<file path="src/rtl/tgv_pkg.sv">
package tgv_pkg;

    typedef enum logic {
        GS_ABSENT  = 1'b0,
        GS_PRESENT = 1'b1
    } guard_state_e;

endpackage

</file>
<file path="src/rtl/tgv_guard_fsm.sv">
module tgv_guard_fsm
    import tgv_pkg::*;
#(
    parameter int unsigned CNT_W = 16
) (
    input  logic             clk,
    input  logic             rst_n,
    input  logic             est_i,
    input  logic [CNT_W-1:0] present_guard_i,
    input  logic [CNT_W-1:0] absent_guard_i,
    output guard_state_e     state_o,
    output logic             accept_o
);

    localparam int unsigned EXT_W = CNT_W + 1;

    typedef struct packed {
        guard_state_e     state;
        logic [CNT_W-1:0] cnt;
    } guard_s;

    guard_s           cur_q, nxt_d;
    logic [EXT_W-1:0] cnt_inc;
    logic             accept_d;

    always_comb begin
        nxt_d    = cur_q;
        accept_d = 1'b0;
        cnt_inc  = {1'b0, cur_q.cnt} + EXT_W'(1);
        case (cur_q.state)
            GS_ABSENT: begin
                if (est_i) begin
                    if (cnt_inc >= {1'b0, present_guard_i}) begin
                        nxt_d.state = GS_PRESENT;
                        nxt_d.cnt   = '0;
                        accept_d    = 1'b1;
                    end else begin
                        nxt_d.cnt = cnt_inc[CNT_W-1:0];
                    end
                end else begin
                    nxt_d.cnt = '0;
                end
            end
            default: begin
                if (!est_i) begin
                    if (cnt_inc >= {1'b0, absent_guard_i}) begin
                        nxt_d.state = GS_ABSENT;
                        nxt_d.cnt   = '0;
                    end else begin
                        nxt_d.cnt = cnt_inc[CNT_W-1:0];
                    end
                end else begin
                    nxt_d.cnt = '0;
                end
            end
        endcase
    end

    always_ff @(posedge clk or negedge rst_n) begin
        if (!rst_n) begin
            cur_q <= '{state: GS_ABSENT, cnt: '0};
        end else begin
            cur_q <= nxt_d;
        end
    end

    assign state_o  = cur_q.state;
    assign accept_o = accept_d;

    logic is_present;
    assign is_present = (cur_q.state == GS_PRESENT);

    assert_enter_needs_tone_R2: assert property (@(posedge clk) disable iff (!rst_n)
        $rose(is_present) |-> $past(est_i));

    assert_leave_needs_silence_R6: assert property (@(posedge clk) disable iff (!rst_n)
        $fell(is_present) |-> !$past(est_i));

endmodule

</file>
<file path="src/rtl/tgv_settle.sv">
module tgv_settle #(
    parameter int unsigned DEPTH = 2
) (
    input  logic clk,
    input  logic rst_n,
    input  logic level_i,
    output logic level_o,
    output logic rise_o
);

    typedef struct packed {
        logic [DEPTH-1:0] chain;
        logic             last;
    } settle_s;

    settle_s          cur_q, nxt_d;
    logic [DEPTH-1:0] shifted;

    generate
        if (DEPTH == 1) begin : g_single
            assign shifted = level_i;
        end else begin : g_multi
            assign shifted = {cur_q.chain[DEPTH-2:0], level_i};
        end
    endgenerate

    always_comb begin
        nxt_d       = cur_q;
        nxt_d.chain = shifted;
        nxt_d.last  = cur_q.chain[DEPTH-1];
    end

    always_ff @(posedge clk or negedge rst_n) begin
        if (!rst_n) begin
            cur_q <= '0;
        end else begin
            cur_q <= nxt_d;
        end
    end

    assign level_o = cur_q.chain[DEPTH-1];
    assign rise_o  = cur_q.chain[DEPTH-1] & ~cur_q.last;

endmodule

</file>
<file path="src/rtl/tone_guard_validator.sv">
module tone_guard_validator
    import tgv_pkg::*;
#(
    parameter int unsigned CNT_W  = 16,
    parameter int unsigned CODE_W = 4,
    parameter int unsigned SETTLE = 2
) (
    input  logic              clk,
    input  logic              rst_n,
    input  logic              est_i,
    input  logic [CODE_W-1:0] code_i,
    input  logic [CNT_W-1:0]  present_guard_i,
    input  logic [CNT_W-1:0]  absent_guard_i,
    output logic [CODE_W-1:0] rx_code_o,
    output logic              steer_o,
    output logic              new_data_o
);

    typedef struct packed {
        logic [CODE_W-1:0] rx_code;
    } top_s;

    top_s         cur_q, nxt_d;
    guard_state_e gstate;
    logic         accept;
    logic         held;

    tgv_guard_fsm #(.CNT_W(CNT_W)) u_fsm (
        .clk             (clk),
        .rst_n           (rst_n),
        .est_i           (est_i),
        .present_guard_i (present_guard_i),
        .absent_guard_i  (absent_guard_i),
        .state_o         (gstate),
        .accept_o        (accept)
    );

    assign held = (gstate == GS_PRESENT);

    tgv_settle #(.DEPTH(SETTLE)) u_settle (
        .clk     (clk),
        .rst_n   (rst_n),
        .level_i (held),
        .level_o (steer_o),
        .rise_o  (new_data_o)
    );

    always_comb begin
        nxt_d = cur_q;
        if (accept) begin
            nxt_d.rx_code = code_i;
        end
    end

    always_ff @(posedge clk or negedge rst_n) begin
        if (!rst_n) begin
            cur_q <= '0;
        end else begin
            cur_q <= nxt_d;
        end
    end

    assign rx_code_o = cur_q.rx_code;

    assert_code_moves_on_entry_R3: assert property (@(posedge clk) disable iff (!rst_n)
        !$stable(rx_code_o) |-> $rose(held));

    assert_strobe_with_flag_R4: assert property (@(posedge clk) disable iff (!rst_n)
        new_data_o |-> steer_o);

    assert_strobe_single_R4: assert property (@(posedge clk) disable iff (!rst_n)
        new_data_o |=> !new_data_o);

    assert_flag_after_hold_R4: assert property (@(posedge clk) disable iff (!rst_n)
        $rose(steer_o) |-> $past(held));

endmodule

</file>
<file path="config.mk">
export PLATFORM = sky130hd
export DESIGN_NAME = tone_guard_validator
export DESIGN_NICKNAME = d
export VERILOG_FILES = /design/src/rtl/tgv_pkg.sv /design/src/rtl/tgv_guard_fsm.sv /design/src/rtl/tgv_settle.sv /design/src/rtl/tone_guard_validator.sv
export SDC_FILE = /design/constraint.sdc
export NUM_CORES = 1
export LEC_CHECK = 0
export CELL_PAD_IN_SITES_DETAIL_PLACEMENT = 0
export CELL_PAD_IN_SITES_GLOBAL_PLACEMENT = 2
export CORE_AREA = 5 5 76 78
export DETAILED_ROUTE_END_ITERATION = 7
export DIE_AREA = 0 0 81 83
export DONT_BUFFER_PORTS = 1
export PLACE_DENSITY_LB_ADDON = 0.2
export REMOVE_ABC_BUFFERS = 1
export SYNTH_ARGS = -nofsm -noshare
export SYNTH_HDL_FRONTEND = slang
export SYNTH_SLANG_ARGS = --single-unit
export TNS_END_PERCENT = 30
</file>
<file path="constraint.sdc">
create_clock -name clk -period 7.3 [get_ports clk]
set_clock_uncertainty 0.15 [all_clocks]
set_input_delay 0.365 -clock clk [delete_from_list [all_inputs] [get_ports clk]]
set_output_delay 0.365 -clock clk [all_outputs]
set_load 0.005 [all_outputs]
</file>
* Word-level counts from Yosys, hierarchy flattened
Index checks and enable logic that the tools add are counted.
Operators by class: add/subtract/negate cells 1, $lt $le $gt $ge 2, muxes and demuxes 10, bitwise gates (word level) 2
Operator list (count):
- $mux 16 | 4
- $ge 17x16->1 | 2
- $add 16x1->17 const B | 1
- $mux 17 | 1
- $mux 1 | 5
- $and 1x1->1 | 1
- $not 1->1 | 1
Storage, ports and cells: register bits 24, bits of input ports 39, output and inout port bits 6, word-level logic and storage cells 20

* Logic depth before layout (Yosys ltp)
Gate-level depths: netlist (run 1).
depth in word-level cells 5, depth in mapped cells 14

* Modules after synthesis
Synthesis (run 1) repeated with hierarchy kept, for this count alone.
Second synthesis, totals: cells, all modules 212, area, all modules 1949.4 sq um
By module, submodules not included:
- tgv_guard_fsm | instances 1, cells each 200, area each 1715.4 sq um
- tone_guard_validator | instances 1, cells each 8, area each 145.1 sq um
- tgv_settle | instances 1, cells each 4, area each 88.8 sq um

* Least setup slack after synthesis (run 1)
OpenSTA, ideal clock, no wires.
kind reg2reg, from register u_fsm.cur_q[0] (netlist bit), to register cur_q (netlist bit rx_code_o[0]), setup time 0.127 ns, arrival 3.022 ns, slack 4.000 ns, cell stages (with the launch flop) 12, buffers on the path 0, period minus slack after synthesis 3.300 ns, cells stage by stage dfrtp_1 -> ha_1 -> nand3_2 -> nor4_1 -> xnor2_1 -> inv_1 -> ha_1 -> nand3_1 -> or4_1 -> o211ai_2 -> and2b_2 -> mux2_1
On the way: cells in the longest elaborated chain, start to end 5
Ends and longest elaborated chain:
- start, declared | line tgv_guard_fsm.sv:22 | guard_s cur_q, nxt_d;
- start signal, assigned | line tgv_guard_fsm.sv:61 | cur_q <= '{state: GS_ABSENT, cnt: '0};
- start signal, assigned | line tgv_guard_fsm.sv:63 | cur_q <= nxt_d;
- $add 16x1->17 | line tgv_guard_fsm.sv:29 | cnt_inc = {1'b0, cur_q.cnt} + EXT_W'(1);
- $ge 17x16->1 | line tgv_guard_fsm.sv:33 | if (cnt_inc >= {1'b0, present_guard_i}) begin
- $mux 1 | line tgv_guard_fsm.sv:33
- $mux 1 | line tgv_guard_fsm.sv:32 | if (est_i) begin
- $mux 1 | line tgv_guard_fsm.sv:30 | case (cur_q.state)
- end signal, assigned | line tone_guard_validator.sv:59 | cur_q <= nxt_d;
- end, declared | line tone_guard_validator.sv:23 | top_s cur_q, nxt_d;
Every way passes these cells. A chain may end at the register's enable or synchronous reset.

* Final worst setup path (run 1)
from register u_fsm.cur_q[0] (netlist bit), to register cur_q (netlist bit rx_code_o[3])
The elaborated chain is that of the path after synthesis.

==> out/metrics.cfg, run 1 <==
[synthesis]
synth_cell_type_count = 33
synth_edf_count = 0
synth.area.mux_share = 0.02260
synth_seq_area_share = 0.3013
synth-simple-area-share = 0.2166
yosysWarnings = 0
synthFlopType = dfrtp_1
netlist_instances = 216
synth-xor-area-share = 0.06152
synth-compound-area-share = 0.09416
syn_area_um2 = 1993
async_reset_ff_frac = 1.000
syn_avg_cell_area_um2 = 9.228
synth_top_family_by_area = simple AND/OR/NAND/NOR gates
synth_fa_ha_area_frac = 0.2072
synth-seq-cells = 24

[sta]
max_slew.worst_pin.slew_ns = 1.054
fin_hold_ws_ns = 0.08430
setup_violations = 0
finalCritPeriodShare = 0.5022
relSlewSlack = 0.2948
fin_crit_ns = 3.666
rsz0062_at_grt = false
final.setup.worst_slack_ns = 3.634
setup_tns_ns = 0
final_hold_viol_count = 0
max_freq_mhz = 272.8
report.final.slew_viol_count = 0

[worst_setup_path]
rr_startpoint = u_fsm.cur_q[0]
cp.arrival_ns = 3.66
worstSetupEndpointType = register
worstSetupPathType = reg2reg
critical_path_required_ns = 7.29
r2r_cells = 11
rrSetupSlack_ns = 3.63
path_max_fanout = 6
r2r-end = rx_code_o[3]
start_kind = register
crit_start = u_fsm.cur_q[0]

[layout]
fin_nets = 293
diodes = 0
syn2layout_area_growth_pct = 7.470
drive_gt1_frac = 0.1000

[drt]
first_pass_iters = 4
drc_errors = 0
vias = 1427
dr.first_iter.drc_count = 48
routedWlPerCell_um = 14.50
vias_per_cell = 4.921
wl_um = 4205
ant_nets = 0

[global_route]
grt_pass1_vias = 1607
grt-ovfl-total = 0
grt_usage = 0.1334
grt_max_degree = 25
grt_pass1_wl_um = 7113
antenna_found_initial = 0

[cts]
cts_setup_buffers = 0
htreeDepth = 1
cts_tree = done
cts_root_buf = clkbuf_8
ctsHoldBuffers = 1
numCtsBuffers = 3
insertion_delay_ns = 0.27
cts_sinks = 24
cts.repair.resized = 0
cts_buffer_depth = 2
cts.clk_slew.worst_paths_ns = 0.08

[min_path]
min_from = code_i[0]
worstHoldEndpoint = rx_code_o[0]
whs_path_depth = 1
hold_path_class = in2reg

[power_and_ir_drop]
leakage_uw = 0.001187
p_total_uw = 289.0
vdd_ir_drop_max_mv = 0.06883
power_density_nw_per_um2 = 134.9

[run_status]
status = completed

[placement]
io_buffers = 0
place_ws_ns = 3.613
post-dp-hpwl_um = 3715
gp_congestion = 0.8330

[floorplanning]
num_io_pins = 45
fp.dieW_um = 81
coreArea_um2 = 5010
die_h_um = 83
std_cell_rows = 26
initial_core_util = 0.3979
die_area_um2 = 6723

[flow_run]
drv_cap = 0

-- cells in the mapped netlist, types with 3 or more instances --
| master | count | area [um2] |
|---|---|---|
| nand2b_1 | 3 | 18.77 |
| ha_1 | 33 | 412.9 |
| mux2_1 | 4 | 45.04 |
| a21o_1 | 3 | 22.52 |
| inv_1 | 46 | 172.7 |
| nand3_1 | 8 | 40.04 |
| xnor2_1 | 9 | 78.83 |
| nor3_1 | 3 | 15.01 |
| nand2_1 | 10 | 37.54 |
| xor2_1 | 5 | 43.79 |
| nor2b_1 | 3 | 18.77 |
| dfrtp_1 | 24 | 600.6 |
| nor2_1 | 12 | 45.04 |
| nand4_1 | 7 | 43.79 |
| a21oi_1 | 13 | 65.06 |
| o21ai_0 | 5 | 25.02 |
| nor2_4 | 10 | 112.6 |
-- sequential cells by signal, indices dropped and copies added (netlist names) --
name              flops
u_fsm.cur_q          16
rx_code_o             4
u_fsm.state_o         1
u_settle.level_o      1
u_settle.cur_q        2
-- layout make-up --
class,count,area [um2]
Clock inverter,1,30.03
Fill cell,526,2868
Sequential cell,24,600.6
Tap cell,70,87.58
Timing Repair Buffer,1,10.01
Inverter,46,172.7
Multi-Input combinational cell,145,1200
Clock buffer,3,41.29
-- power by group --
| group | switching [uW] | internal (uW) |
|---|---|---|
| clock | 41.4 | 73.3 |
| sequential | 3.79 | 136 |
| combinational | 20.3 | 13.7 |
| total | 65.5 | 223 |
-- worst max path at each step --
| stage | to | slack [ns] | depth (start not counted) |
|---|---|---|---|
| detailed placement | rx_code_o[2] | 3.61 | 12 |
| global route | rx_code_o[3] | 3.38 | 12 |
| floorplan | rx_code_o[0] | 4.00 | 11 |
| global placement | rx_code_o[0] | 3.71 | 12 |
| CTS | rx_code_o[2] | 3.59 | 12 |
| finish | rx_code_o[3] | 3.63 | 11 |
-- per-stage QoR --
stage / util / cell area [um2] / instances
2_1_floorplan: - / 1973 / 215
3_3_place_gp: 0.4113 / 2061 / 285
3_5_place_dp: 0.4113 / 2061 / 285
4_1_cts: 0.4276 / 2142 / 290
5_1_grt: 0.4276 / 2142 / 290
6_report: 0.4276 / 2142 / 290
-- critical path, stage by stage, from the launching register on --
cell      delay, ns
dfrtp_1        0.47
ha_1           0.23
nand3_2        0.17
nor4_1         0.37
xnor2_1        0.27
inv_1          0.12
ha_1           0.32
nand3_1        0.12
or4_1          0.55
o211ai_2       0.20
and2b_2        0.22
mux2_1         0.34
-- layer usage --
layer  vias to the layer above  track usage  wire (um)
met4                         0      0.03687         54
met5                         -            0          0
met2                        27       0.2487       2307
li1                        724            -          -
met1                       670       0.1546       1755
met3                         6      0.01732         87
-- cell families after synthesis --
| family | after synthesis |
|---|---|
| adder cells (fa/ha/maj) | 33 |
| AO/OA/AOI/OAI | 28 |
| buffers and inverters | 47 |
| flip-flops | 24 |
| XOR/XNOR | 14 |
| multiplexers | 4 |
| AND/OR/NAND/NOR | 66 |
-- layout by cell type (no fill, tap or decap), types with 2 or more instances in the layout --
cell type,n
dfrtp_1,24
o21ai_0,5
mux2_1,4
nor2b_1,3
a21oi_1,13
ha_1,33
nand2b_1,3
clkbuf_8,3
xor2_1,5
a21o_1,3
xnor2_1,9
nor3_1,3
nand4_1,7
nor2_1,12
nand2_1,10
nand4_2,2
o21a_1,2
nor2_4,10
inv_1,46
nand3_1,8
(Power assumes the default switching activity.)
==> run 2: changes to the inputs <==
- CORE_AREA: 5 5 76 78 -> 5 5 82 84
- DIE_AREA: 0 0 81 83 -> 0 0 87 89
- clock period: 7.3 -> 3.1 ns (I/O delays scaled with it)
==> out/metrics.cfg, run 2 (synthesized netlist as in run 1, its figures left out) <==
[run_status]
status = finished with violations
violations = setup timing

[worst_setup_path]
critical_path_required_ns = 3.11
path_max_fanout = 4
rr_startpoint = u_fsm.cur_q[1]
r2r_cells = 12
r2r-end = rx_code_o[2]
worstSetupPathType = reg2reg
worstSetupEndpointType = register
start_kind = register
cp.arrival_ns = 3.30
rrSetupSlack_ns = -0.19
crit_start = u_fsm.cur_q[1]

[floorplanning]
fp.dieW_um = 87
initial_core_util = 0.3407
num_io_pins = 45
std_cell_rows = 28
die_h_um = 89
die_area_um2 = 7743
coreArea_um2 = 5851

[sta]
report.final.slew_viol_count = 0
fin_crit_ns = 3.294
finalCritPeriodShare = 1.063
relSlewSlack = 0.7683
setup_violations = 20
rsz0062_at_grt = true
final.setup.worst_slack_ns = -0.1943
max_slew.worst_pin.slew_ns = 0.3447
max_freq_mhz = 303.6
final_hold_viol_count = 0

[cts]
cts_sinks = 24
htreeDepth = 1
cts_root_buf = clkbuf_8
cts_tree = done
insertion_delay_ns = 0.26
numCtsBuffers = 3
cts.clk_slew.worst_paths_ns = 0.09
cts_buffer_depth = 2

[power_and_ir_drop]
p_comb_frac = 0.194
internal_power_uw = 502.9
vdd_ir_drop_max_mv = 0.1960
power_density_nw_per_um2 = 221.6
p_sw_frac = 0.2543
leakage_uw = 0.001576
netSwitchingPower_uw = 171.5
p_seq_frac = 0.489
clock_power_share = 0.317

[drt]
drc_errors = 0
vias_per_cell = 4.575
first_pass_iters = 4
dr.first_iter.drc_count = 28
routedWlPerCell_um = 13.77
vias = 1647
wl_um = 4957
ant_nets = 0

[layout]
final_common_cell = buf_4
diodes = 0
syn2layout_area_growth_pct = 52.73
fin_nets = 358
final_cell_mix = 53 x buf_4, 40 x inv_1, 24 x dfrtp_1
largest_register = u_fsm.cur_q
drive_gt1_frac = 0.4632
finish.instance_area_um2 = 3044
largest_register_ffs = 16

[placement]
place_ws_ns = -0.3125
io_buffers = 0
post-dp-hpwl_um = 3847
gp_congestion = 0.7822
post_dp_cell_area_um2 = 2407

[flow_run]
drv_cap = 0

[min_path]
worstHoldEndpoint = u_fsm.cur_q[5]
min_from = est_i
whs_path_depth = 3
hold_path_class = in2reg

[global_route]
grt_max_degree = 25
grt_usage = 0.1300
grt_pass1_wl_um = 7824
grt-ovfl-total = 0
grt_pass1_vias = 1691
antenna_found_initial = 0

-- run 2: cell types whose count changed in the layout (fill, tap and decap cells not counted), sizes merged --
cell,previous run,this run
clkbuf,3,5
bufinv,1,0
buf,0,59
dlygate4sd3,1,6
-- run 2: how the worst max path moves through the flow --
stage | to | slack [ns] | cells past startpoint
2_1_floorplan | rx_code_o[0] | -0.20 | 11
3_3_place_gp | rx_code_o[1] | -0.26 | 11
3_5_place_dp | rx_code_o[2] | -0.31 | 11
4_1_cts | rx_code_o[2] | -0.11 | 11
5_1_grt | rx_code_o[2] | -0.31 | 12
6_report | rx_code_o[2] | -0.19 | 12
-- run 2: power groups by stage --
stage / combinational [uW] / clock [uW] / sequential [uW]
4_1_cts: 116 / 220 / 330
3_3_place_gp: 87.8 / 0 / 335
3_5_place_dp: 88.7 / 0 / 335
6_report: 131 / 214 / 330
5_1_grt: 148 / 236 / 331
2_1_floorplan: 57.7 / 0 / 334
-- run 2: metrics by stage --
stage / TNS (ns) / std cells / power (uW) / utilization / hold slack (ns)
after floorplan: -2.608 / 215 / 391.3 / - / -0.2906
after global placement: -4.303 / 332 / 422.6 / 0.4115 / -0.2899
after detailed placement: -5.335 / 332 / 423.7 / 0.4115 / -0.2899
after CTS: -1.342 / 352 / 665.9 / 0.4688 / 0.1173
after global routing: -5.565 / 360 / 715.1 / 0.5203 / 0.09548
final: -3.141 / 360 / 674.4 / 0.5203 / 0.1110
-- run 2: metal layers --
layer / global-route usage / wire (um) / up-vias
li1: - / - / 857
met1: 0.1628 / 2186 / 757
met2: 0.2367 / 2597 / 29
met3: 0.02028 / 128 / 4
met4: 0.02550 / 44 / 0
met5: 0 / 0 / -
-- run 2: area by class of cell --
cell class	instances	area [um2]
Tap cell	75	93.84
Sequential cell	24	600.6
Inverter	46	172.7
Multi-Input combinational cell	145	1545
Clock buffer	4	55.05
Fill cell	566	2806
Timing Repair Buffer	66	576.8
-- run 2: repair_timing --
item                                   CTS  global route
hold buffers                             7             0
pin swaps                                5            23
endpoints found under the hold margin   29             0
buffers inserted                         9             7
setup endpoints to repair               21            21
gates cloned                             0             1
resized for setup                       22            43
-- run 2: critical path, cell delays in order, from the launching register on --
cell and delay (ns):
dfrtp_1 0.43, nand4_1 0.14, buf_4 0.17, nor2_4 0.14, and4_4 0.23, xnor2_2 0.12, inv_2 0.08, ha_4 0.27
nand4_1 0.17, or4_4 0.52, o211ai_2 0.20, and2b_2 0.24, mux2_4 0.31
==> run 3: changes to the inputs <==
- SYNTH_HIERARCHICAL: unset -> 1
==> out/metrics.cfg, run 3 <==
[placement]
io_buffers = 0
gp_congestion = 0.7585
dp_cells = 328
post-dp-hpwl_um = 4168

[drt]
vias_per_cell = 4.845
drc_errors = 0
dr.first_iter.drc_count = 81
ant_nets = 0
dr.max_layer_used = met4
dr_wl_met2_um = 2892
wl_um = 5199
routedWlPerCell_um = 14.94
vias = 1686
first_pass_iters = 4
wl_met3_um = 106
wl_met1_um = 2138

[synthesis]
yosysMostFrequentCell = inv_1
synth-seq-cells = 24
synth_common_cells = 42 x inv_1, 33 x ha_1, 24 x dfrtp_1
synth_top_area_frac = 0.3081
synthFlopType = dfrtp_1
synth_seq_area_share = 0.3081
syn_avg_cell_area_um2 = 9.195
synth_cell_type_count = 35
netlist_instances = 212
synth_edf_count = 0
synth_area_leaders = dfrtp_1 31%, ha_1 21%, inv_1 8.1%
async_reset_ff_frac = 1.000
syn_area_um2 = 1949
synth_largest_area_cell = dfrtp_1
yosysWarnings = 6

[power_and_ir_drop]
netSwitchingPower_uw = 167.7
internal_power_uw = 547.3
leakage_uw = 0.001541
p_comb_frac = 0.152
p_sw_frac = 0.2346
power_density_nw_per_um2 = 249.5
p_seq_frac = 0.458
clock_power_share = 0.390
vdd_ir_drop_max_mv = 0.1457

[layout]
drive_gt1_frac = 0.4103
largest_register = u_fsm/cur_q
fillers = 535
largest_register_ffs = 16
diodes = 0
fin_util = 0.4897
fin_nets = 346
instances_no_fill = 348
final_common_cell = buf_4
syn2layout_area_growth_pct = 46.98
final_cell_mix = 48 x buf_4, 39 x inv_1, 29 x ha_1

[run_status]
status = finished with violations
violations = setup timing

[sta]
final.setup.worst_slack_ns = -0.07367
fin_crit_ns = 3.174
max_slew.worst_pin.slew_ns = 1.094
setup_violations = 4
max_freq_mhz = 315.1
final_hold_viol_count = 0
finalCritPeriodShare = 1.024
relSlewSlack = 0.2680
rsz0062_at_grt = true
report.final.slew_viol_count = 0
fin_hold_ws_ns = 0.1211

[floorplanning]
num_io_pins = 45
coreArea_um2 = 5851
std_cell_rows = 28
initial_core_util = 0.3332
fp.dieW_um = 87
die_h_um = 89
die_area_um2 = 7743

[worst_setup_path]
rrSetupSlack_ns = -0.07
cp_num_buf_inv = 1
path_delay_family = compound AO/OA/AOI/OAI gates
worstSetupPathType = reg2reg
path_max_fanout = 4
critical_path_required_ns = 3.11
r2r-end = rx_code_o[2]
cp_cell_sequence = ha_4 -> nand3_4 -> buf_4 -> xnor2_4 -> ha_1 -> a21oi_1 -> o21ai_0 -> a2111o_1 -> a211oi_4 -> nor2_2 -> o21ba_4 -> mux2_2
cp.arrival_ns = 3.19
max_stage_delay_ns = 0.48
r2r_cells = 12
cpMaxStageDelayCell = a2111o_1
worstSetupEndpointType = register
rr_startpoint = u_fsm/cur_q[1]
start_kind = register

[min_path]
worstHoldEndpoint = u_fsm/cur_q[10]
min_from = est_i
hold_path_class = in2reg
whs_path_depth = 3

[cts]
cts_sinks = 24
cts_buffer_depth = 2
cts_tree = done
htreeDepth = 1
cts_root_buf = clkbuf_8
cts.clk_slew.worst_paths_ns = 0.09
numCtsBuffers = 3
insertion_delay_ns = 0.27

[flow_run]
drv_cap = 0

[global_route]
grt_max_degree = 25
grt_usage = 0.1447
antenna_found_initial = 0
grt_pass1_wl_um = 8804
grt-ovfl-total = 0
grt_pass1_vias = 1889

-- run 3: power groups by stage --
stage	Clock [uW]	Combinational, uW	Sequential [uW]
after global placement	0	78.3	331
after global routing	299	125	329
final	279	109	328
after floorplan	0	52.6	330
after CTS	287	108	327
after detailed placement	0	83.3	332
-- run 3: worst max-delay path by stage --
| stage | cells after the start | startpoint | end | slack (ns) |
|---|---|---|---|---|
| floorplan | 13 | u_fsm/cur_q[0] | rx_code_o[0] | -0.15 |
| global placement | 13 | u_fsm/cur_q[0] | rx_code_o[3] | -0.32 |
| detailed placement | 13 | u_fsm/cur_q[0] | rx_code_o[2] | -0.36 |
| CTS | 13 | u_fsm/cur_q[0] | rx_code_o[2] | -0.09 |
| global route | 15 | u_fsm/cur_q[0] | rx_code_o[3] | -0.24 |
| finish | 12 | u_fsm/cur_q[1] | rx_code_o[2] | -0.07 |
-- run 3: cell families (layout without fill, tap and decap cells) --
kind of cell / after synthesis / after routing / synth area share
AND/OR/NAND/NOR: 48 / 48 / 0.1271
flip-flops: 24 / 24 / 0.3081
AO/OA/AOI/OAI: 45 / 45 / 0.1778
buffers and inverters: 44 / 105 / 0.08921
multiplexers: 4 / 4 / 0.02310
XOR/XNOR: 14 / 14 / 0.06290
adder cells (fa/ha/maj): 33 / 33 / 0.2118
-- run 3: metal layers --
| layer | GRT usage | up-vias |
|---|---|---|
| met3 | 0.01843 | 5 |
| li1 | - | 851 |
| met4 | 0.04533 | 0 |
| met2 | 0.2733 | 21 |
| met5 | 0 | - |
| met1 | 0.1689 | 809 |
-- run 3: layout make-up --
type | instances | area, um2 | area share
Clock buffer | 3 | 41.29 | 0.01441
Clock inverter | 1 | 30.03 | 0.01048
Inverter | 42 | 157.7 | 0.05502
Multi-Input combinational cell | 144 | 1451 | 0.5065
Sequential cell | 24 | 601.8 | 0.2100
Tap cell | 75 | 93.84 | 0.03275
Timing Repair Buffer | 59 | 489.2 | 0.1707
-- run 3: per-stage QoR --
stage	instance area (um2)	setup slack [ns]	power, uW	setup TNS, ns
final	2865	-0.07367	715.0	-0.2807
after global routing	2865	-0.2438	752.7	-3.243
after CTS	2736	-0.08539	721.7	-0.3144
after detailed placement	2362	-0.3620	415.0	-4.946
after global placement	2362	-0.3166	409.1	-4.441
after floorplan	1933	-0.1525	383.0	-1.724
-- run 3: timing repair --
item                       4_1_cts  5_1_grt
buffers inserted                 6        4
pin swaps                       15       24
hold endpoints to repair        29        1
resized for setup               42       20
setup endpoints to repair       21       21
hold buffers                     5        1
-- run 3: worst reg2reg max path, stage by stage, from the launching register on --
cell      delay, ns
dfrtp_1        0.42
ha_4           0.17
nand3_4        0.11
buf_4          0.18
xnor2_4        0.13
ha_1           0.31
a21oi_1        0.12
o21ai_0        0.13
a2111o_1       0.49
a211oi_4       0.30
nor2_2         0.08
o21ba_4        0.22
mux2_2         0.27
